### config.mk
export PLATFORM = sky130hd
export DESIGN_NAME = adc_cmd_seq
export DESIGN_NICKNAME = d
export VERILOG_FILES = /design/src/rtl/adc_seq_pkg.sv /design/src/rtl/ccw_table.sv /design/src/rtl/eoq_detect.sv /design/src/rtl/seq_ctrl.sv /design/src/rtl/flag_bank.sv /design/src/rtl/adc_cmd_seq.sv
export SDC_FILE = /design/constraint.sdc
export NUM_CORES = 1
export LEC_CHECK = 0
export BUFFER_PORTS_ARGS = -buffer_cell sky130_fd_sc_hd__clkbuf_2
export CELL_PAD_IN_SITES_DETAIL_PLACEMENT = 1
export CELL_PAD_IN_SITES_GLOBAL_PLACEMENT = 2
export CORE_MARGIN = 2
export CORE_UTILIZATION = 45
export CTS_CLUSTER_SIZE = 40
export DETAILED_ROUTE_END_ITERATION = 10
export PLACE_DENSITY_LB_ADDON = 0.25
export SETUP_SLACK_MARGIN = 0.02
export SLEW_MARGIN = 20
export SYNTH_ARGS = -nofsm -noshare
export SYNTH_HDL_FRONTEND = slang
export SYNTH_SLANG_ARGS = --single-unit
### constraint.sdc
create_clock -name clk -period 3.55 [get_ports clk]
set_input_delay 0.1775 -clock clk [delete_from_list [all_inputs] [get_ports clk]]
set_output_delay 0.1775 -clock clk [all_outputs]
set_load 0.03 [all_outputs]
### src/rtl/adc_seq_pkg.sv
package adc_seq_pkg;

  typedef enum logic [1:0] {
    QS_IDLE   = 2'b00,
    QS_ACTIVE = 2'b01,
    QS_PAUSED = 2'b10
  } qstat_e;

  typedef enum logic [1:0] {
    SQ_IDLE  = 2'b00,
    SQ_FETCH = 2'b01,
    SQ_WAIT  = 2'b10
  } sq_state_e;

endpackage

### src/rtl/ccw_table.sv
module ccw_table #(
  parameter int CH_W  = 6,
  localparam int WRD_W = CH_W + 1,
  localparam int DEPTH = 2 ** CH_W
) (
  input  logic             clk,
  input  logic             we,
  input  logic [CH_W-1:0]  waddr,
  input  logic [WRD_W-1:0] wdata,
  input  logic [CH_W-1:0]  raddr,
  output logic [CH_W-1:0]  rd_chan,
  output logic             rd_pause
);
  logic [WRD_W-1:0] mem [DEPTH];

  always_ff @(posedge clk) begin
    if (we) begin
      mem[waddr] <= wdata;
    end
  end

  assign rd_chan  = mem[raddr][CH_W-1:0];
  assign rd_pause = mem[raddr][CH_W];
endmodule

### src/rtl/eoq_detect.sv
module eoq_detect #(
  parameter int CH_W  = 6,
  localparam int PTR_W = CH_W + 1
) (
  input  logic [PTR_W-1:0] ptr,
  input  logic             is_q1,
  input  logic [PTR_W-1:0] bq2,
  input  logic [CH_W-1:0]  rd_chan,
  output logic             eoq
);
  logic beyond, code_hit, bq_hit;

  always_comb begin
    beyond   = ptr[CH_W];
    code_hit = (~beyond) & (&rd_chan);
    bq_hit   = is_q1 & (ptr == bq2);
    eoq      = beyond | code_hit | bq_hit;
  end
endmodule

### src/rtl/seq_ctrl.sv
module seq_ctrl
  import adc_seq_pkg::*;
#(
  parameter int CH_W  = 6,
  localparam int PTR_W = CH_W + 1,
  localparam logic [PTR_W-1:0] LAST = PTR_W'((2 ** CH_W) - 1)
) (
  input  logic             clk,
  input  logic             rst_n,
  input  logic [1:0]       trig,
  input  logic [PTR_W-1:0] bq2,
  input  logic             eoq,
  input  logic             rd_pause,
  input  logic             conv_done,
  output logic             conv_start,
  output logic [PTR_W-1:0] cur_ptr,
  output logic             cur_is_q1,
  output logic             busy,
  output logic             in_fetch,
  output logic [1:0]       q_paused,
  output logic [1:0]       set_cmpl,
  output logic [1:0]       set_pause
);
  sq_state_e        state, state_n;
  logic             cq, cq_n;
  logic             pend, pend_n;
  logic [1:0]       paused_n;
  logic [PTR_W-1:0] ptr_q [2];
  logic [PTR_W-1:0] ptr_n [2];
  logic             acc, acc_q;

  assign cur_ptr   = ptr_q[cq];
  assign cur_is_q1 = ~cq;
  assign busy      = (state != SQ_IDLE);
  assign in_fetch  = (state == SQ_FETCH);

  always_comb begin
    state_n    = state;
    cq_n       = cq;
    pend_n     = pend;
    paused_n   = q_paused;
    ptr_n      = ptr_q;
    set_cmpl   = 2'b00;
    set_pause  = 2'b00;
    conv_start = 1'b0;
    acc        = trig[0] | trig[1];
    acc_q      = ~trig[0];
    unique case (state)
      SQ_IDLE: begin
        if (acc) begin
          cq_n    = acc_q;
          pend_n  = 1'b0;
          state_n = SQ_FETCH;
          if (!q_paused[acc_q]) begin
            ptr_n[acc_q] = acc_q ? bq2 : '0;
          end
          paused_n[acc_q] = 1'b0;
        end
      end
      SQ_FETCH: begin
        if (eoq) begin
          set_cmpl[cq] = 1'b1;
          state_n      = SQ_IDLE;
        end else if (pend) begin
          paused_n[cq] = 1'b1;
          state_n      = SQ_IDLE;
        end else begin
          conv_start = 1'b1;
          state_n    = SQ_WAIT;
        end
      end
      SQ_WAIT: begin
        if (conv_done) begin
          if (rd_pause) begin
            set_pause[cq] = 1'b1;
            pend_n        = 1'b1;
          end
          if (cur_ptr == LAST) begin
            set_cmpl[cq] = 1'b1;
            state_n      = SQ_IDLE;
          end else begin
            ptr_n[cq] = cur_ptr + 1'b1;
            state_n   = SQ_FETCH;
          end
        end
      end
      default: state_n = SQ_IDLE;
    endcase
  end

  always_ff @(posedge clk or negedge rst_n) begin
    if (!rst_n) begin
      state    <= SQ_IDLE;
      cq       <= 1'b0;
      pend     <= 1'b0;
      q_paused <= 2'b00;
      ptr_q[0] <= '0;
      ptr_q[1] <= '0;
    end else begin
      state    <= state_n;
      cq       <= cq_n;
      pend     <= pend_n;
      q_paused <= paused_n;
      ptr_q[0] <= ptr_n[0];
      ptr_q[1] <= ptr_n[1];
    end
  end
endmodule

### src/rtl/flag_bank.sv
module flag_bank #(
  parameter int NQ = 2
) (
  input  logic          clk,
  input  logic          rst_n,
  input  logic [NQ-1:0] set_cmpl,
  input  logic [NQ-1:0] clr_cmpl,
  input  logic [NQ-1:0] set_pause,
  input  logic [NQ-1:0] clr_pause,
  output logic [NQ-1:0] cmpl,
  output logic [NQ-1:0] pause
);
  for (genvar g = 0; g < NQ; g++) begin : g_q
    logic c_n, p_n;
    always_comb begin
      c_n = set_cmpl[g]  | (cmpl[g]  & ~clr_cmpl[g]);
      p_n = set_pause[g] | (pause[g] & ~clr_pause[g]);
    end
    always_ff @(posedge clk or negedge rst_n) begin
      if (!rst_n) begin
        cmpl[g]  <= 1'b0;
        pause[g] <= 1'b0;
      end else begin
        cmpl[g]  <= c_n;
        pause[g] <= p_n;
      end
    end
  end
endmodule

### src/rtl/adc_cmd_seq.sv
module adc_cmd_seq
  import adc_seq_pkg::*;
#(
  parameter int CH_W  = 6,
  localparam int PTR_W = CH_W + 1
) (
  input  logic             clk,
  input  logic             rst_n,
  input  logic             tbl_we,
  input  logic [CH_W-1:0]  tbl_waddr,
  input  logic [CH_W:0]    tbl_wdata,
  input  logic [PTR_W-1:0] bq2_ptr,
  input  logic [1:0]       trig,
  output logic             conv_start,
  output logic [CH_W-1:0]  conv_chan,
  input  logic             conv_done,
  input  logic [1:0]       cmpl_clr,
  input  logic [1:0]       pause_clr,
  output logic [1:0]       cmpl_flag,
  output logic [1:0]       pause_flag,
  output logic [1:0]       q1_status,
  output logic [1:0]       q2_status
);
  logic [PTR_W-1:0] cur_ptr;
  logic             cur_is_q1, busy, in_fetch, eoq, rd_pause;
  logic [CH_W-1:0]  rd_chan;
  logic [1:0]       q_paused, set_cmpl, set_pause;
  qstat_e           qstat [2];

  ccw_table #(.CH_W(CH_W)) u_tbl (
    .clk(clk), .we(tbl_we), .waddr(tbl_waddr), .wdata(tbl_wdata),
    .raddr(cur_ptr[CH_W-1:0]), .rd_chan(rd_chan), .rd_pause(rd_pause)
  );

  eoq_detect #(.CH_W(CH_W)) u_eoq (
    .ptr(cur_ptr), .is_q1(cur_is_q1), .bq2(bq2_ptr),
    .rd_chan(rd_chan), .eoq(eoq)
  );

  seq_ctrl #(.CH_W(CH_W)) u_ctl (
    .clk(clk), .rst_n(rst_n), .trig(trig), .bq2(bq2_ptr), .eoq(eoq),
    .rd_pause(rd_pause), .conv_done(conv_done), .conv_start(conv_start),
    .cur_ptr(cur_ptr), .cur_is_q1(cur_is_q1), .busy(busy),
    .in_fetch(in_fetch), .q_paused(q_paused), .set_cmpl(set_cmpl),
    .set_pause(set_pause)
  );

  flag_bank #(.NQ(2)) u_flg (
    .clk(clk), .rst_n(rst_n), .set_cmpl(set_cmpl), .clr_cmpl(cmpl_clr),
    .set_pause(set_pause), .clr_pause(pause_clr),
    .cmpl(cmpl_flag), .pause(pause_flag)
  );

  assign conv_chan = rd_chan;

  for (genvar g = 0; g < 2; g++) begin : g_st
    always_comb begin
      if (busy && (cur_is_q1 == (g == 0))) qstat[g] = QS_ACTIVE;
      else if (q_paused[g])                qstat[g] = QS_PAUSED;
      else                                 qstat[g] = QS_IDLE;
    end
  end

  assign q1_status = qstat[0];
  assign q2_status = qstat[1];
endmodule

==> results of run 1 <==
sequential cells by signal (all words and copies together), names as in the netlist:
signal,count
u_flg.cmpl,2
u_ctl.cq,1
u_tbl.mem,448
u_flg.pause,2
u_ctl.pend,1
u_ctl.ptr_q,14
u_ctl.state,2
u_ctl.q_paused,2
power by group:
| part | total, uW | internal (uW) | switching [uW] |
|---|---|---|---|
| Combinational | 9510 | 3870 | 5640 |
| Sequential | 6360 | 6220 | 139 |
| Clock | 5010 | 2830 | 2180 |
cell usage after synthesis (5+ instances only):
cell type and count:
o21ai_1 5, a211oi_2 5, o22ai_1 82, inv_1 6
clkbuf_1 55, buf_2 29, xnor2_1 9, nand3_1 51
a32o_1 18, nor4_4 5, edfxtp_1 448, mux2_2 6
o221ai_1 8, o21ai_0 84, a22oi_1 13, a221o_1 16
nand2b_1 8, nand2_1 163, buf_6 8, ha_1 5
mux2i_1 86, dfrtp_1 24, a21oi_1 67, nor2b_1 137
nor4_1 7, a211oi_1 11, buf_4 5, a221oi_1 40
nor2_1 75, nor3_1 35
worst paths after layout:
check                                   from           endpoint  slack (ns)  depth (start not counted)
setup / recovery                    u_ctl.cq         conv_start       -0.41                         15
hold / removal                     conv_done      u_flg.cmpl[0]        0.10                          3
setup reg to reg                    u_ctl.cq         u_ctl.pend        0.05                         13
hold reg to reg            u_ctl.q_paused[1]  u_ctl.q_paused[1]        0.52                          1
max in group asynchronous              rst_n     u_ctl.ptr_q[8]        2.93                          2
min in group asynchronous              rst_n     u_ctl.ptr_q[5]        0.15                          2
timing repair:
item | 4_1_cts | 5_1_grt
endpoints found under the setup margin | 7 | 7
gates resized for setup | 76 | 68
buffers inserted | 24 | 19
pin swaps | 16 | 22
hold buffers | 14 | 0
gates cloned | 3 | 1
hold endpoints to repair | 38 | 0
worst reg2reg max path: stages (launching register included):
cell and delay [ns]:
dfrtp_2 0.45, buf_4 0.15, buf_6 0.12, and2_4 0.18, buf_4 0.20, nor2_2 0.15, buf_4 0.34, nand2_1 0.13
nand3_1 0.11, a21oi_1 0.08, nor4_1 0.79, or3_1 0.22, o311ai_1 0.26, o21ai_1 0.23
metal layers:
layer  vias to the layer above  GRT usage, %  share of wire [%]
li1                       6386             -                  -
met3                       133          7.32                8.8
met2                       691          46.4                 47
met1                      7657          39.3                 41
met5                         -             0                  0
met4                         0          9.41                3.0
cell families (layout without fill, tap and decap cells):
kind of cell | Yosys count | count (layout) | share of synthesized area [%]
compound gates | 375 | 375 | 12.2
buf+inv | 114 | 304 | 2.85
flops | 472 | 472 | 67.2
simple gates | 511 | 511 | 12.5
xor+xnor | 10 | 10 | 0.419
mux | 93 | 93 | 4.55
fa+ha+maj | 5 | 5 | 0.299
metrics by stage:
step                TNS, ns  hold slack [ns]  util, %  cells  setup slack (ns)
floorplan                 0           -0.118        -   1580             0.387
global placement          0            0.239     49.2   2231            0.0751
detailed placement        0            0.239     49.2   2231            0.0303
CTS                  -0.300           0.0809     54.1   2357            -0.300
global route         -0.819            0.132     55.0   2370            -0.483
finish               -0.495            0.100     55.0   2370            -0.411
cell type report:
cell class / count / area [sq um]
fill: 4468 / 20500
sequential: 472 / 14100
multi-input combinational: 994 / 6690
timing repair buffer: 205 / 2010
clock buffer: 62 / 1320
tap: 600 / 751
clock inverter: 27 / 201
inverter: 10 / 42.5
==> flow_summary.yaml, run 1 <==
grt:
  antenna_found_initial: 0
  grt_pass1_wl_mm: 102
  grt_max_degree: 65
  grt_usage_pct: 29.2
  grt_overflow: 0
  grt_pass1_vias: 15200
timing:
  setup_viol: 2
  finalHoldViolCount: 0
  period_share_pct: 112
  slew_headroom_pct: 23.3
  fin_crit_ns: 3.96
  setup_ws_ns: -0.411
  rsz0062_at_grt: "true"
  slew_violations: 0
  fmax_mhz: 252
  skew_ns: 0.0184
  worst_pin_slew_ns: 1.15
outcome:
  violations: "negative setup slack"
  status: "finished with violations"
floorplanning:
  fp.dieArea_sq_mm: 0.0482
  io_pins: 45
  die_h_um: 220
  die_x_um: 220
  num_rows: 78
  initial_core_util_pct: 45.9
  core-area_sq_mm: 0.0456
final_layout:
  fin_area_sq_mm: 0.0251
  drive_above_1_share_pct: 20.8
  final_cell_mix: "edfxtp_1 (448), nand2_1 (163), nor2b_1 (137)"
  finalNetCount: 1769
  final_common_cell: "edfxtp_1"
  antenna_cells: 0
  syn2layout_area_growth_pct: 19.9
setup_path:
  critPathRequiredTime_ns: 3.37
  cp.arrival_ns: 3.78
  critPathLaunchType: "register"
  worstPathCellList: "buf_4 > buf_6 > and2b_4 > a22o_4 > buf_12 > buf_12 > a32o_2 > a211oi_2 > buf_4 > nor3_2 > nor4_4 > nand4_1 > nand3b_4 > and4b_1 > buf_8"
  cp_num_buf_inv: 6
  critPathMaxStageDelay_ns: 0.45
  critPathKind: "reg2out"
  slowest_stage: "dfrtp_2"
  cp_max_fo: 11
  cp-end-kind: "output port"
  cp_top_family: "simple AND/OR/NAND/NOR gates"
place:
  hpwl_mm: 44.7
  place.gp.congestion: 0.862
  port_buffers: 44
  placed_area_sq_mm: 0.0224
logic_synthesis:
  ys_seq_elements: 472
  synth.distinct_cells: 67
  synth_area_sq_mm: 0.0209
  synth_top_area_cell: "edfxtp_1"
  async_flop_share_pct: 5.08
  syn_inst: 1580
  yosys_warnings: 0
  syn_avg_cell_area_sq_um: 13.2
  syn-num-nets: 1615
  synth.yosys.seq_area_share_pct: 67.2
  synth_flop_cell: "edfxtp_1"
  synth_top_area_share_pct: 64.3
  synth_area_leaders: "edfxtp_1 (64%), mux2i_1 (4.1%), nor2b_1 (4.1%)"
  synth-edff-count: 448
clock_tree:
  cts_buffer_depth: 3
  h-tree-depth: 2
  cts-buffers-inserted: 51
  worstSkewPairLatency_ns: 0.60
  cts.sinks: 472
  cts_tree: "built"
  cts.clk_slew.worst_paths_ns: 0.06
  cts-root-buf: "clkbuf_16"
detailed_routing:
  avgRoutedWirePerCell_um: 29.7
  drt_wl_total_mm: 70.5
  dr.pass1.iters: 5
  routed-via-count: 14900
  routed_via_density: 6.27
  route.detailed.drc: 0
  ant_nets: 0
  drt-initial-drc-count: 1564
run:
  cap_violations: 0
pwr:
  p_leak_uw: 0.00843
  p_per_area_mw_per_mm2: 833
  max-vdd-ir-drop_uv: 727
  p_total_uw: 20900
hold_path:
  min_path_type: "in2reg"
Power figures use the tool's default switching activity.
==> inputs of run 2 (changes only) <==
- MAX_ROUTING_LAYER: unset -> met4
==> run 2 against run 1 <==
Against the previous run: sequential cell count unchanged; final area decreased by 1.4%; highest routed layer unchanged; the flow still finishes with violations (negative setup slack); sequential power about the same; combinational power decreased by 4.8%.
==> flow_summary.yaml, run 2 (same netlist as run 1, synthesis figures left out) <==
timing:
  slew_headroom_pct: 23.7
  skew_ns: 0.0167
  fin_crit_ns: 3.92
  setup_viol: 4
  fmax_mhz: 255
  finalHoldViolCount: 0
  rsz0062_at_grt: "true"
  setup_ws_ns: -0.369
  slew_violations: 0
  worst_pin_slew_ns: 1.14
  holdWs_ns: 0.0960
  period_share_pct: 110
detailed_routing:
  ant_nets: 0
  avgRoutedWirePerCell_um: 29.5
  routed_via_density: 6.28
  drt_wl_total_mm: 69.5
  drt-initial-drc-count: 1648
  routed-via-count: 14800
  dr.pass1.iters: 5
  route.detailed.drc: 0
grt:
  grt_max_degree: 65
  grt_overflow: 0
  met3_usage_pct: 7.08
  antenna_found_initial: 0
  gr-usage-met2_pct: 46.9
  grt_usage_pct: 30.0
  busiest_layer: "met2"
  grt_pass1_wl_mm: 102
  grtUsageMet1_pct: 39.3
  grt_pass1_vias: 15100
final_layout:
  syn2layout_area_growth_pct: 18.2
  drive_above_1_share_pct: 18.2
  largestRegisters: "u_tbl.mem (448), u_ctl.ptr_q (14)"
  antenna_cells: 0
  final_cell_mix: "edfxtp_1 (448), nand2_1 (163), nor2b_1 (137)"
  largest_reg_flops: 448
  final_common_cell: "edfxtp_1"
  final_core_util_pct: 54.2
  finalNetCount: 1757
  top_register: "u_tbl.mem"
run:
  cap_violations: 0
clock_tree:
  worstSkewPairLatency_ns: 0.60
  cts_tree: "built"
  cts-buffers-inserted: 51
  cts_buffer_depth: 3
  h-tree-depth: 2
  cts-root-buf: "clkbuf_16"
  cts.clk_slew.worst_paths_ns: 0.06
  cts.sinks: 472
setup_path:
  cp.arrival_ns: 3.74
  r2r_slack_ns: 0.02
  critPathKind: "reg2out"
  critPathLaunchType: "register"
  cp-end-kind: "output port"
  critPathRequiredTime_ns: 3.37
  cp_max_fo: 14
place:
  hpwl_mm: 44.7
  pre_cts_ws_ns: 0.0303
  port_buffers: 44
  place.gp.congestion: 0.876
floorplanning:
  die_x_um: 220
  io_pins: 45
  num_rows: 78
  fp.dieArea_sq_mm: 0.0482
  initial_core_util_pct: 45.9
  die_h_um: 220
  core-area_sq_mm: 0.0456
pwr:
  max-vdd-ir-drop_uv: 662
  p_per_area_mw_per_mm2: 826
  p_leak_uw: 0.00830
outcome:
  status: "finished with violations"
  violations: "negative setup slack"
hold_path:
  min_path_type: "in2reg"
run 2: changes by cell type in the layout (fill, tap and decap cells not counted), sizes merged:
cell    change
buf        -19
inv         +1
clkinv      -1
bufbuf      +1
clkbuf      +6
run 2: layout make-up:
class	instances	area, sq um
clock buffers	62	1320
clock inverters	27	201
fillers	4496	20900
inverters	10	42.5
multi-input cells	994	6460
flip-flops and latches	472	14100
well taps	600	751
repair buffers	193	1880
run 2: stage by stage:
stage	cells	power, uW	area (sq um)	setup TNS (ns)
after floorplan	1580	11100	20900	0
after global placement	2231	14400	22400	0
after detailed placement	2231	14500	22400	0
after CTS	2357	20300	24700	-0.300
after global routing	2358	21100	24700	-0.988
final	2358	20400	24700	-0.465
run 2: metal layers:
metal	routed length, um	vias up
met1	28800	7659
met5	0	-
li1	-	6365
met4	2360	0
met3	5960	152
met2	32400	637
run 2: critical path, cell delays in order, from the launching register on:
cell and delay (ns):
dfrtp_2 0.48, buf_6 0.16, and2_4 0.17, a22o_4 0.32
buf_12 0.18, a221o_1 0.41, a21oi_2 0.26, nor3_2 0.11
nor4_4 0.31, nand4_1 0.15, nand3b_4 0.22, and4b_1 0.21
clkbuf_8 0.16
run 2: repair_timing:
action	CTS	global route
gates cloned	3	0
setup endpoints to repair	7	7
pin swaps	16	1
hold buffers	14	0
buffers inserted	24	0
hold endpoints to repair	38	0
resized for setup	76	7
run 2: power breakdown:
group	internal [uW]	total, uW	switching [uW]
registers	6220	6360	143
clock network	2830	5010	2170
logic	3620	9050	5440
total	12700	20400	7750
run 2: path summary, 6_finish.rpt:
| check | cells past startpoint | end | startpoint |
|---|---|---|---|
| worst max-delay path | 12 | conv_start | u_ctl.cq |
| worst min-delay path | 3 | u_flg.cmpl[0] | conv_done |
| worst max register to register | 11 | u_ctl.pend | u_ctl.cq |
| worst min register to register | 1 | u_ctl.q_paused[1] | u_ctl.q_paused[1] |
| max in group asynchronous | 2 | u_ctl.ptr_q[8] | rst_n |
| min in group asynchronous | 2 | u_ctl.ptr_q[5] | rst_n |
==> inputs of run 3 (changes only) <==
- CORE_UTILIZATION: 45 -> 25
- clock period: 3.55 -> 3.41 ns (I/O delays scaled with it)
==> run 3 against run 2 <==
Against the previous run: the flow still finishes with violations (negative setup slack); count of clock-buffer cells in the layout grew 7; register-to-register slack better by 0.07 ns; cell count increased by 23%; final area increased by 4.3%; highest routed layer unchanged.
==> flow_summary.yaml, run 3 (same netlist as run 1, synthesis figures left out) <==
grt:
  grt_pass1_vias: 15100
  grt_usage_pct: 18.1
  grt_pass1_wl_mm: 110
  antenna_found_initial: 0
  grt_max_degree: 62
  grt_overflow: 0
place:
  port_buffers: 44
  placed_area_sq_mm: 0.0235
  hpwl_mm: 50.3
  place.gp.congestion: 0.782
  pre_cts_ws_ns: -0.160
timing:
  slew_headroom_pct: 27.9
  setup_ws_ns: -0.547
  fin_setup_tns_ns: -1.75
  fin_crit_ns: 3.96
  worst_pin_slew_ns: 1.08
  period_share_pct: 116
  rsz0062_at_grt: "true"
  setup_viol: 7
  finalHoldViolCount: 0
  fmax_mhz: 253
  slew_violations: 0
  skew_ns: 0.0294
hold_path:
  min_path_type: "in2async"
floorplanning:
  num_rows: 106
  core-area_sq_mm: 0.0833
  io_pins: 45
  die_x_um: 293
  fp.dieArea_sq_mm: 0.0860
  initial_core_util_pct: 25.1
  die_h_um: 293
detailed_routing:
  routed-via-count: 14400
  drt_wl_total_mm: 75.8
  route.detailed.drc: 0
  drt-initial-drc-count: 925
  dr.pass1.iters: 5
  routed_via_density: 4.98
  ant_nets: 0
  avgRoutedWirePerCell_um: 26.2
pwr:
  power_frac_clock_pct: 27.3
  p_sw_share_pct: 37.3
  p_seq_share_pct: 30.5
  netSwitchingPower_uw: 8090
  p_leak_uw: 0.00859
  max-vdd-ir-drop_uv: 380
  p_int_uw: 13600
  p_comb_share_pct: 42.2
  p_total_uw: 21700
  p_per_area_mw_per_mm2: 842
run:
  cap_violations: 0
setup_path:
  critPathLaunchType: "register"
  cp_max_fo: 13
  worstPathCellList: "mux2i_4 > inv_6 > buf_12 > mux2i_1 > a221o_1 > a21oi_2 > nor3_1 > buf_4 > nor4_4 > nand4_1 > nand3b_4 > and4b_1 > clkbuf_8"
  cp_num_buf_inv: 4
  critPathMaxStageDelay_ns: 0.46
  critPathKind: "reg2out"
  regToRegEndpoint: "u_ctl.q_paused[1]"
  cp.arrival_ns: 3.79
  r2r_slack_ns: 0.09
  slowest_stage: "dfrtp_2"
  cp-end-kind: "output port"
  critPathRequiredTime_ns: 3.24
  cp_top_family: "simple AND/OR/NAND/NOR gates"
  r2r_start: "u_ctl.cq"
  worstRegToRegCells: 13
clock_tree:
  h-tree-depth: 2
  cts_tree: "built"
  cts.sinks: 472
  cts-buffers-inserted: 55
  cts_buffer_depth: 3
  cts-root-buf: "clkbuf_16"
  worstSkewPairLatency_ns: 0.62
  cts.clk_slew.worst_paths_ns: 0.06
final_layout:
  n_fill_cell: 8859
  largestRegisters: "u_tbl.mem (448), u_ctl.ptr_q (14)"
  final_common_cell: "edfxtp_1"
  final_cell_mix: "edfxtp_1 (448), nand2_1 (163), buf_4 (154)"
  top_register: "u_tbl.mem"
  antenna_cells: 0
  fin_area_sq_mm: 0.0258
  syn2layout_area_growth_pct: 23.2
  finalNetCount: 1810
  largest_reg_flops: 448
  drive_above_1_share_pct: 20.6
outcome:
  status: "finished with violations"
  violations: "negative setup slack"
run 3: cell types whose count changed in the layout (fill, tap and decap cells not counted), moves of 4 or more:
| cell | previous run | this run |
|---|---|---|
| a21oi_2 | 12 | 3 |
| clkinv_2 | 10 | 5 |
| o22ai_1 | 79 | 73 |
| buf_4 | 97 | 154 |
| a21oi_1 | 54 | 63 |
| o22ai_2 | 3 | 9 |
| clkbuf_16 | 51 | 56 |
| clkinvlp_4 | 1 | 5 |
| buf_16 | 6 | 0 |
run 3: stage by stage:
stage	hold WS, ns	instances	utilization (%)
2_1_floorplan	-0.125	1580	-
3_3_place_gp	0.252	2774	28.2
3_5_place_dp	0.258	2774	28.2
4_1_cts	0.136	2896	30.9
6_report	0.135	2897	30.9
5_1_grt	0.195	2897	30.9
run 3: worst max-delay path by stage:
stage                        start              end  depth (start not counted)  slack, ns
after floorplan           u_ctl.cq  u_ctl.ptr_q[11]                         16       0.25
after global placement    u_ctl.cq       conv_start                         13      -0.21
after detailed placement  u_ctl.cq       conv_start                         13      -0.16
after CTS                 u_ctl.cq       conv_start                         13      -0.55
after global routing      u_ctl.cq       conv_start                         14      -0.70
final                     u_ctl.cq       conv_start                         13      -0.55
run 3: layer usage:
metal / wire [um] / GRT usage (%) / vias up / part of all wire (%)
met1: 35700 / 24.5 / 7502 / 47
met2: 34700 / 28.3 / 319 / 46
met3: 3310 / 2.75 / 116 / 4.4
li1: - / - / 6477 / -
met5: 0 / - / - / 0
met4: 2070 / 4.99 / 0 / 2.7
run 3: power groups by stage:
stage                     sequential (uW)  combinational [uW]  clock, uW
after floorplan                      6680                4830          0
after global placement               6720                8670          0
after detailed placement             6720                8700          0
after CTS                            6620                9200       6050
after global routing                 6640                9780       6260
final                                6630                9160       5910
run 3: cell type report:
class,count,area [sq um],area share (%)
inverter,10,42.5,0.165
multi-input combinational,995,6460,25.1
timing repair buffer,241,2070,8.04
sequential,472,14100,54.6
tap,1080,1350,5.24
clock inverter,30,328,1.27
clock buffer,69,1450,5.63
run 3: what timing repair did:
action	4_1_cts	5_1_grt
gates resized for setup	44	8
endpoints found under the hold margin	39	0
setup buffers	6	1
hold buffers	16	0
pin swaps	6	0
cloned	1	0
setup endpoints to repair	12	25
